File: src/rtl/rob_pkg.sv
package rob_pkg;
  localparam int ROB_DEPTH = 8;
  localparam int ARCH_REGS = 8;
  localparam int DATA_W    = 16;

  // What the oldest slot does in the current cycle
  typedef enum logic [1:0] {
    HEAD_IDLE   = 2'd0,
    HEAD_COMMIT = 2'd1,
    HEAD_FAULT  = 2'd2
  } head_act_e;
endpackage

File: src/rtl/rob_ptr_ctl.sv
module rob_ptr_ctl #(
  parameter int DEPTH = 8
) (
  input  logic                     clk,
  input  logic                     rst_n,
  input  logic                     push,
  input  logic                     pop,
  input  logic                     flush,
  output logic [$clog2(DEPTH):0]   head,
  output logic [$clog2(DEPTH):0]   tail,
  output logic                     full,
  output logic                     empty
);
  localparam int IW = $clog2(DEPTH);

  logic [IW:0] used;

  // One wrap bit above the index separates full from empty
  always_ff @(posedge clk) begin
    if (!rst_n || flush) begin
      head <= '0;
      tail <= '0;
    end else begin
      head <= head + (IW+1)'(pop);
      tail <= tail + (IW+1)'(push);
    end
  end

  assign used  = tail - head;
  assign empty = (used == '0);
  assign full  = (used == (IW+1)'(DEPTH));
endmodule

File: src/rtl/rob_entries.sv
module rob_entries #(
  parameter int DEPTH = 8,
  parameter int RW    = 3,
  parameter int DW    = 16
) (
  input  logic                      clk,
  input  logic                      rst_n,
  input  logic                      wr_en,
  input  logic [$clog2(DEPTH)-1:0]  wr_idx,
  input  logic [RW-1:0]             wr_dst,
  input  logic                      cmp_en,
  input  logic [$clog2(DEPTH)-1:0]  cmp_idx,
  input  logic [DW-1:0]             cmp_val,
  input  logic                      cmp_exc,
  input  logic [$clog2(DEPTH)-1:0]  head_idx,
  input  logic [$clog2(DEPTH)-1:0]  rd_idx,
  output logic                      head_done,
  output logic                      head_exc,
  output logic [RW-1:0]             head_dst,
  output logic [DW-1:0]             head_val,
  output logic                      rd_done,
  output logic [DW-1:0]             rd_val
);
  logic [DEPTH-1:0] done_v;
  logic [DEPTH-1:0] exc_v;
  logic [RW-1:0]    dst_a [DEPTH];
  logic [DW-1:0]    val_a [DEPTH];

  for (genvar e = 0; e < DEPTH; e++) begin : g_slot
    logic          done_q;
    logic          exc_q;
    logic [RW-1:0] dst_q;
    logic [DW-1:0] val_q;

    always_ff @(posedge clk) begin
      if (!rst_n) begin
        done_q <= 1'b0;
        exc_q  <= 1'b0;
        dst_q  <= '0;
        val_q  <= '0;
      end else if (wr_en && wr_idx == e) begin
        done_q <= 1'b0;
        exc_q  <= 1'b0;
        dst_q  <= wr_dst;
      end else if (cmp_en && cmp_idx == e) begin
        done_q <= 1'b1;
        exc_q  <= cmp_exc;
        val_q  <= cmp_val;
      end
    end

    assign done_v[e] = done_q;
    assign exc_v[e]  = exc_q;
    assign dst_a[e]  = dst_q;
    assign val_a[e]  = val_q;
  end

  assign head_done = done_v[head_idx];
  assign head_exc  = exc_v[head_idx];
  assign head_dst  = dst_a[head_idx];
  assign head_val  = val_a[head_idx];
  assign rd_done   = done_v[rd_idx];
  assign rd_val    = val_a[rd_idx];
endmodule

File: src/rtl/rob_regstate.sv
module rob_regstate #(
  parameter int NREG = 8,
  parameter int IW   = 3,
  parameter int DW   = 16
) (
  input  logic                     clk,
  input  logic                     rst_n,
  input  logic                     flush,
  input  logic                     alloc_en,
  input  logic [$clog2(NREG)-1:0]  alloc_reg,
  input  logic [IW-1:0]            alloc_tag,
  input  logic                     ret_en,
  input  logic [$clog2(NREG)-1:0]  ret_reg,
  input  logic [IW-1:0]            ret_tag,
  input  logic [DW-1:0]            ret_val,
  input  logic [$clog2(NREG)-1:0]  lk_reg,
  output logic                     lk_mapped,
  output logic [IW-1:0]            lk_tag,
  output logic [DW-1:0]            lk_arch
);
  logic [NREG-1:0] map_v;
  logic [IW-1:0]   map_t  [NREG];
  logic [DW-1:0]   arch_a [NREG];

  for (genvar r = 0; r < NREG; r++) begin : g_reg
    logic          mv_q;
    logic [IW-1:0] mt_q;
    logic [DW-1:0] arch_q;

    always_ff @(posedge clk) begin
      if (!rst_n) begin
        arch_q <= '0;
      end else if (ret_en && ret_reg == r) begin
        arch_q <= ret_val;
      end
    end

    // Newest writer wins; a commit clears only its own mapping
    always_ff @(posedge clk) begin
      if (!rst_n || flush) begin
        mv_q <= 1'b0;
        mt_q <= '0;
      end else if (alloc_en && alloc_reg == r) begin
        mv_q <= 1'b1;
        mt_q <= alloc_tag;
      end else if (ret_en && ret_reg == r && mv_q && mt_q == ret_tag) begin
        mv_q <= 1'b0;
      end
    end

    assign map_v[r]  = mv_q;
    assign map_t[r]  = mt_q;
    assign arch_a[r] = arch_q;
  end

  assign lk_mapped = map_v[lk_reg];
  assign lk_tag    = map_t[lk_reg];
  assign lk_arch   = arch_a[lk_reg];
endmodule

File: src/rtl/rob_top.sv
module rob_top
  import rob_pkg::*;
#(
  parameter int DEPTH = ROB_DEPTH,
  parameter int NREG  = ARCH_REGS,
  parameter int DW    = DATA_W
) (
  input  logic                      clk,
  input  logic                      rst_n,
  input  logic                      alloc_valid,
  output logic                      alloc_ready,
  input  logic [$clog2(NREG)-1:0]   alloc_dst,
  output logic [$clog2(DEPTH)-1:0]  alloc_id,
  input  logic                      cmp_valid,
  input  logic [$clog2(DEPTH)-1:0]  cmp_id,
  input  logic [DW-1:0]             cmp_value,
  input  logic                      cmp_exc,
  input  logic [$clog2(NREG)-1:0]   lk_reg,
  output logic                      lk_renamed,
  output logic [$clog2(DEPTH)-1:0]  lk_tag,
  output logic                      lk_ready,
  output logic [DW-1:0]             lk_value,
  output logic                      ret_valid,
  output logic [$clog2(NREG)-1:0]   ret_reg,
  output logic [DW-1:0]             ret_value,
  output logic                      flush_req
);
  localparam int IW = $clog2(DEPTH);
  localparam int RW = $clog2(NREG);

  logic [IW:0]   head_ptr;
  logic [IW:0]   tail_ptr;
  logic          full;
  logic          empty;
  logic          alloc_fire;
  logic          head_done;
  logic          head_exc;
  logic [RW-1:0] head_dst;
  logic [DW-1:0] head_val;
  logic          rd_done;
  logic [DW-1:0] rd_val;
  logic [DW-1:0] arch_val;
  head_act_e     head_act;

  always_comb begin
    head_act = HEAD_IDLE;
    if (!empty && head_done)
      head_act = head_exc ? HEAD_FAULT : HEAD_COMMIT;
  end

  assign ret_valid   = (head_act == HEAD_COMMIT);
  assign flush_req   = (head_act == HEAD_FAULT);
  assign ret_reg     = head_dst;
  assign ret_value   = head_val;
  assign alloc_ready = !full && !flush_req;
  assign alloc_fire  = alloc_valid && alloc_ready;
  assign alloc_id    = tail_ptr[IW-1:0];

  rob_ptr_ctl #(.DEPTH(DEPTH)) u_ptr (
    .clk   (clk),
    .rst_n (rst_n),
    .push  (alloc_fire),
    .pop   (ret_valid),
    .flush (flush_req),
    .head  (head_ptr),
    .tail  (tail_ptr),
    .full  (full),
    .empty (empty)
  );

  rob_entries #(.DEPTH(DEPTH), .RW(RW), .DW(DW)) u_ent (
    .clk       (clk),
    .rst_n     (rst_n),
    .wr_en     (alloc_fire),
    .wr_idx    (tail_ptr[IW-1:0]),
    .wr_dst    (alloc_dst),
    .cmp_en    (cmp_valid),
    .cmp_idx   (cmp_id),
    .cmp_val   (cmp_value),
    .cmp_exc   (cmp_exc),
    .head_idx  (head_ptr[IW-1:0]),
    .rd_idx    (lk_tag),
    .head_done (head_done),
    .head_exc  (head_exc),
    .head_dst  (head_dst),
    .head_val  (head_val),
    .rd_done   (rd_done),
    .rd_val    (rd_val)
  );

  rob_regstate #(.NREG(NREG), .IW(IW), .DW(DW)) u_regs (
    .clk       (clk),
    .rst_n     (rst_n),
    .flush     (flush_req),
    .alloc_en  (alloc_fire),
    .alloc_reg (alloc_dst),
    .alloc_tag (tail_ptr[IW-1:0]),
    .ret_en    (ret_valid),
    .ret_reg   (head_dst),
    .ret_tag   (head_ptr[IW-1:0]),
    .ret_val   (head_val),
    .lk_reg    (lk_reg),
    .lk_mapped (lk_renamed),
    .lk_tag    (lk_tag),
    .lk_arch   (arch_val)
  );

  assign lk_ready = !lk_renamed || rd_done;
  assign lk_value = lk_renamed ? rd_val : arch_val;
endmodule

File: config.mk
export PLATFORM = sky130hd
export DESIGN_NAME = rob_top
export DESIGN_NICKNAME = d
export VERILOG_FILES = /design/src/rtl/rob_pkg.sv /design/src/rtl/rob_ptr_ctl.sv /design/src/rtl/rob_entries.sv /design/src/rtl/rob_regstate.sv /design/src/rtl/rob_top.sv
export SDC_FILE = /design/constraint.sdc
export NUM_CORES = 1
export LEC_CHECK = 0
export ABC_CLOCK_PERIOD_IN_PS = 6150
export BUFFER_PORTS_ARGS = -buffer_cell sky130_fd_sc_hd__buf_2
export CORE_MARGIN = 2
export CORE_UTILIZATION = 53
export DETAILED_ROUTE_END_ITERATION = 7
export PLACE_DENSITY = 0.78
export SKIP_CTS_REPAIR_TIMING = 1
export SLEW_MARGIN = 20
export SYNTH_ARGS = -nofsm -noshare
export SYNTH_HDL_FRONTEND = slang
export SYNTH_HIERARCHICAL = 1
export SYNTH_SLANG_ARGS = --single-unit
export TNS_END_PERCENT = 30
File: constraint.sdc
create_clock -name clk -period 6.15 [get_ports clk]
set_input_delay 1.23 -clock clk [delete_from_list [all_inputs] [get_ports clk]]
set_output_delay 1.23 -clock clk [all_outputs]
set_load 0.01 [all_outputs]
### Yosys cells after proc, flatten, opt, wreduce, memory -nomap -nowiden

Cells that the tools add are included.

* add/subtract/negate cells: 3
* multipliers: 0
* divide/modulo/power cells: 0
* order comparisons: 6
* eq/ne operators: 39
* shift operators: 0
* mux-type cells: 42
* bitwise gates (word level): 12
* reduce and logical (&&, ||, !) cells: 87

Operator list (count)
* 16-bit binary-select mux with 3-bit select: 3
* 16-bit 2-to-1 mux: 7
* 1-bit logical AND: 51
* 3-bit equality test (second input constant): 16
* 3-bit by 2-bit equality test with 1-bit output (second input constant): 8
* 3-bit equality test: 8
* 1-bit 2-to-1 mux: 20
* 3-bit binary-select mux with 3-bit select: 2
* 2-bit AND reduction: 8
* 2-bit nonzero test: 8
* 2-bit OR reduction: 8
* 1-bit binary-select mux with 3-bit select: 4
* 3-bit by 1-bit equality test with 1-bit output (second input constant): 4
* 4-bit >= comparator (second input constant): 3
* 3-bit zero test: 4
* 3-bit by 4-bit < comparator with 1-bit output (second input constant): 3
* 3-bit 2-to-1 mux: 4
* 3-bit inverter with 4-bit output: 3
* 1-bit inverter: 9
* 4-bit by 1-bit adder with 4-bit output: 2
* 1-bit zero test: 5
* 4-bit equality test (second input constant): 1
* 4-bit zero test: 1
* 2-bit 2-to-1 mux: 2
* other kinds (4): 5

* register bits: 336
* latch bits: 0
* memory bits (writable): 0
* ROM bits: 0
* word-level logic and storage cells: 247
* memories: 0

### Longest topological paths before layout

* depth after elaboration: 12
* gate-level depth with buffers: 13

### Cells and area by module

Netlist, hierarchy kept.

By module, submodules not included
* rob_entries: instances 1, cells an instance 744, area each 8644.5 um2, sequential area each 3363.2 um2
* rob_regstate: instances 1, cells an instance 803, area each 7571.0 um2, sequential area each 3203.1 um2
* rob_ptr_ctl: instances 1, cells an instance 44, area each 427.9 um2, sequential area each 160.2 um2
* rob_top: instances 1, cells an instance 23, area each 279.0 um2, sequential area each 0.0 um2

### Least setup slack after synthesis

No wires, ideal clock.

* path kind: input port to output port
* from: input port lk_reg[0]
* to: output port lk_value[0]
* arrival: 3751 ps
* required time: 4920 ps
* slack: 1169 ps
* cell stages on the path: 9
* cells stage by stage: clkbuf_1 > buf_2 > mux4_2 > mux2_2 > buf_4 > buf_6 > mux4_2 > mux2_2 > mux2_2

* cells in the longest elaborated chain, start to end: 9

Ends and longest elaborated chain
* start: declaration: line rob_top.sv:18 `input logic [$clog2(NREG)-1:0] lk_reg,`
* 3-bit inverter with 4-bit output (not written as such): line rob_regstate.sv:57 `assign lk_tag = map_t[lk_reg];`
* 3-bit binary-select mux with 3-bit select: line rob_regstate.sv:57
* 3-bit 2-to-1 mux (not written as such) (2 in a row): line rob_regstate.sv:57
* via lk_tag[2]: line rob_top.sv:20 `output logic [$clog2(DEPTH)-1:0] lk_tag,`
* 3-bit inverter with 4-bit output (not written as such): line rob_entries.sv:63 `assign rd_val = val_a[rd_idx];`
* 16-bit binary-select mux with 3-bit select: line rob_entries.sv:63
* 16-bit 2-to-1 mux (not written as such) (2 in a row): line rob_entries.sv:63
* via rd_val[0]: line rob_top.sv:41 `logic [DW-1:0] rd_val;`
* 16-bit 2-to-1 mux: line rob_top.sv:109 `assign lk_value = lk_renamed ? rd_val : arch_val;`
* end: declaration: line rob_top.sv:22 `output logic [DW-1:0] lk_value,`

The timed path passes the listed nets, and every way through them passes these cells. The select of a mux whose other input is x is not followed.

### Worst setup path in the final report

* from: input port lk_reg[0]
* to: output port lk_value[15]

* cells in the longest elaborated chain, start to end: 9

Ends and longest elaborated chain (line)
* 3-bit inverter with 4-bit output (not written as such): rob_regstate.sv:57
* 3-bit binary-select mux with 3-bit select: rob_regstate.sv:57
* 3-bit 2-to-1 mux (not written as such) (2 in a row): rob_regstate.sv:57
* 3-bit inverter with 4-bit output (not written as such): rob_entries.sv:63
* 16-bit binary-select mux with 3-bit select: rob_entries.sv:63
* 16-bit 2-to-1 mux (not written as such) (2 in a row): rob_entries.sv:63
* via rd_val[15]: rob_top.sv:41
* 16-bit 2-to-1 mux: rob_top.sv:109

The timed path passes the listed nets, and every way through them passes these cells. The select of a mux whose other input is x is not followed.

==> results.json <==
{
  "initial_core_util_pct": 53.77,
  "setup_violations": 0,
  "status": "completed",
  "cpPeakStageDelay_ns": 0.64,
  "gp_congestion": 0.8420,
  "worstSetupEndpointType": "primary output",
  "finalClockSkew_ns": 0.02625,
  "numPlacedInstances": 1970,
  "crit_type": "in -> out",
  "drt-initial-drc-count": 1036,
  "area_delta_synth_final_pct": 8.525,
  "avgRoutedWirePerCell_um": 21.16,
  "dp_hpwl_mm": 26.69,
  "finalSetupTns_ns": 0,
  "fin_cells": 2035,
  "worst-endpoint-required_ns": 4.92,
  "worst_case_headroom_to_the_max_slew_limit_pct": 20.67,
  "drt_wl_total_mm": 43.05,
  "ctsLongestPathBuffers": 3,
  "timing.critical_path.max_delay_family": "multiplexers",
  "synth_register_bits": 336,
  "hold_violations": 0,
  "number_of_synthesized_flops_with_an_enable_pin": 0,
  "cp_num_buf_inv": 2,
  "cts_buffers": 35,
  "global_route_wire_length_before_repair_mm": 67.71,
  "global_route.overflow_total": 0,
  "yosysWarningCount": 6,
  "slowest_stage": "sky130_fd_sc_hd__mux2_2",
  "syn-mean-instance-area_um2": 10.48,
  "fp.dieArea_um2": 33370,
  "worst-path-max-fanout": 35,
  "finalNetCount": 1644,
  "die_height_um": 182.7,
  "core_area_um2": 31470,
  "drv.max_cap_violation_count": 0,
  "vias_post_dr": 12440,
  "grt_start_max_net_pins": 128,
  "ys_dominant_reg_cell": "sky130_fd_sc_hd__dfxtp_1",
  "synth-async-reset-ratio_pct": 0,
  "drt-vias-per-instance": 6.111,
  "crit_path_frequent_cell": "sky130_fd_sc_hd__mux2_2",
  "number_of_sinks_on_the_clock_net": 336,
  "first_global_vias": 12570,
  "vdd_ir_drop_max_mv": 0.2577,
  "drt-pass1-iter-count": 5,
  "count_of_antenna_violating_nets_left_after_detailed_routing": 0,
  "timing.critical_path.cells": "buf_2 > mux4_2 > mux2_2 > mux4_2 > mux2_2 > mux2_2 > buf_2",
  "p_leak_nw": 7.125,
  "cp.arrival_ns": 4.02,
  "worstMarginPinSlew_ns": 1.185,
  "clock_tree.root_cell": "sky130_fd_sc_hd__clkbuf_16",
  "mostFrequentLayoutCell": "sky130_fd_sc_hd__nand2_1",
  "h-tree-depth": 2,
  "cts.clk_slew.worst_paths_ns": 0.06,
  "holdCritPathClass": "reg -> reg",
  "antenna_found_initial": 2,
  "die_w_um": 182.7,
  "grt_util_all_layers_pct": 25.73,
  "timing.final.max_slew_violations": 0,
  "cts_tree": "done",
  "final_min_period_over_clock_period_pct": 85.38,
  "cellPowerDensity_nw_per_um2": 250.6,
  "clk-insertion-delay-late_ns": 0.54,
  "start_kind": "input pin",
  "clock.fmax_mhz": 190.5,
  "number_of_distinct_library_cells_after_synthesis": 50,
  "rsz0062_at_grt": "no",
  "fin_crit_ns": 5.251,
  "area_of_the_mapped_netlist_um2": 16920,
  "core.rowCount": 65,
  "number_of_i_o_port_buffers": 75,
  "drive_gt1_share_pct": 23.30,
  "top_level_i_o_count": 76,
  "seq_area_frac_synth_pct": 39.75,
  "drc": 0,
  "most_used_cells_in_the_layout_excluding_fill_and_tap_cells": "sky130_fd_sc_hd__nand2_1, sky130_fd_sc_hd__dfxtp_1, sky130_fd_sc_hd__mux2i_1",
  "postSynthNetCount": 1651,
  "synthesis.instances": 1614
}
## cell usage after synthesis (2+ instances only)
cell type / count / area share (%)
sky130_fd_sc_hd__nand2_1: 433 / 9.6
sky130_fd_sc_hd__dfxtp_1: 336 / 40
sky130_fd_sc_hd__mux2i_1: 172 / 10
sky130_fd_sc_hd__a21boi_0: 119 / 5.3
sky130_fd_sc_hd__mux4_2: 116 / 15
sky130_fd_sc_hd__clkbuf_1: 72 / 1.6
sky130_fd_sc_hd__mux2_2: 65 / 4.3
sky130_fd_sc_hd__nor2_1: 46 / 1.0
sky130_fd_sc_hd__buf_2: 27 / 0.80
sky130_fd_sc_hd__xor2_1: 26 / 1.3
sky130_fd_sc_hd__buf_4: 22 / 0.98
sky130_fd_sc_hd__a21boi_1: 21 / 0.93
sky130_fd_sc_hd__buf_6: 19 / 1.3
sky130_fd_sc_hd__nor2b_1: 17 / 0.63
sky130_fd_sc_hd__a21oi_1: 11 / 0.33
sky130_fd_sc_hd__inv_1: 10 / 0.22
sky130_fd_sc_hd__mux2_4: 9 / 0.80
sky130_fd_sc_hd__nand4b_1: 9 / 0.47
sky130_fd_sc_hd__and4bb_2: 8 / 0.59
sky130_fd_sc_hd__ha_1: 7 / 0.52
sky130_fd_sc_hd__nand4bb_1: 6 / 0.40
sky130_fd_sc_hd__o41ai_1: 6 / 0.31
sky130_fd_sc_hd__and2_1: 4 / 0.15
sky130_fd_sc_hd__buf_1: 4 / 0.089
sky130_fd_sc_hd__nor4bb_1: 4 / 0.24
sky130_fd_sc_hd__xnor2_1: 4 / 0.21
sky130_fd_sc_hd__and4b_1: 3 / 0.18
sky130_fd_sc_hd__nand2_2: 3 / 0.11
sky130_fd_sc_hd__nand2b_1: 3 / 0.11
sky130_fd_sc_hd__nand3_1: 3 / 0.089
sky130_fd_sc_hd__nand4_1: 3 / 0.11
sky130_fd_sc_hd__nand4b_4: 3 / 0.42
sky130_fd_sc_hd__buf_12: 2 / 0.24
sky130_fd_sc_hd__nor3b_1: 2 / 0.089
sky130_fd_sc_hd__nor4_1: 2 / 0.074
sky130_fd_sc_hd__nor4b_1: 2 / 0.10
sky130_fd_sc_hd__nor4b_4: 2 / 0.28
## metrics by stage
stage	power (mW)	hold WS [ns]	instance area, um2	utilization, %	worst slack [ns]
floorplan	2.486	0.4301	16920	-	1.169
global placement	2.551	0.4399	17210	54.69	0.9815
detailed placement	2.561	0.4441	17210	54.69	0.9231
CTS	4.625	0.4559	18340	58.25	0.9215
global route	4.733	0.4755	18360	58.33	0.8112
finish	4.603	0.4550	18370	58.35	0.8994
## report_power, final
group	internal (mW)	switching (mW)	leakage, nW
logic	0.115	0.174	3.85
clock network	1.20	0.889	0.561
registers	2.21	0.0236	2.71
total	3.52	1.09	7.13
## worst register-to-register path: cells and delay by family, from the launching register on
family          cells  cell delay [ns]
compound gates      1             0.18
fa+ha+maj           1             0.34
buf+inv             3             0.91
flops               1             0.31
mux                 1             0.28
simple gates        6             2.03
## flip-flops by register name, indices dropped and copies added, names as in the netlist
name	count
u_ptr/tail	4
u_regs/g.mt_q	24
u_ent/g_slot.dst_q	24
u_ent/g_slot.val_q	128
u_regs/g.mv_q	8
u_ent/g_slot.exc_q	8
u_ent/g_slot.done_q	8
u_ptr/head	4
u_regs/g.arch_q	128
## cell families after synthesis
family	synth area share, %
simple gates	15.14
compound gates	7.120
fa+ha+maj	0.5175
mux	30.74
flops	39.75
xor+xnor	1.553
buf+inv	5.183
## metal layers
| metal | routed length (um) | share of wire [%] | up-vias | global-route usage, % |
|---|---|---|---|---|
| li1 | - | - | 5640 | - |
| met3 | 3721 | 8.6 | 84 | 5.228 |
| met4 | 1094 | 2.5 | 0 | 8.581 |
| met1 | 17940 | 42 | 6206 | 34.33 |
| met5 | 0 | 0 | - | 0 |
| met2 | 20300 | 47 | 506 | 41.98 |
## worst paths after layout
check,from,end,slack [ns],depth (start not counted)
worst max-delay path,lk_reg[0],lk_value[15],0.90,7
worst max register to register,u_ptr/head[1]$_SDFF_PP0_,u_regs/g_reg[0].mt_q[0]$_SDFFE_PP0P_,1.95,12
worst min-delay path,u_regs/g_reg[0].arch_q[7]$_SDFFE_PN0P_,u_regs/g_reg[0].arch_q[7]$_SDFFE_PN0P_,0.45,2
worst min register to register,u_regs/g_reg[0].arch_q[7]$_SDFFE_PN0P_,u_regs/g_reg[0].arch_q[7]$_SDFFE_PN0P_,0.45,2
## area by class of cell
| class | instances | area, um2 |
|---|---|---|
| clock inverters | 13 | 115.1 |
| fillers | 2534 | 13110 |
| flip-flops and latches | 336 | 6733 |
| well taps | 402 | 503.0 |
| inverters | 10 | 37.54 |
| clock buffers | 48 | 1006 |
| repair buffers | 102 | 594.3 |
| diodes | 2 | 5.005 |
| multi-input cells | 1122 | 9371 |
No activity file was read; power rests on OpenSTA's default activity.
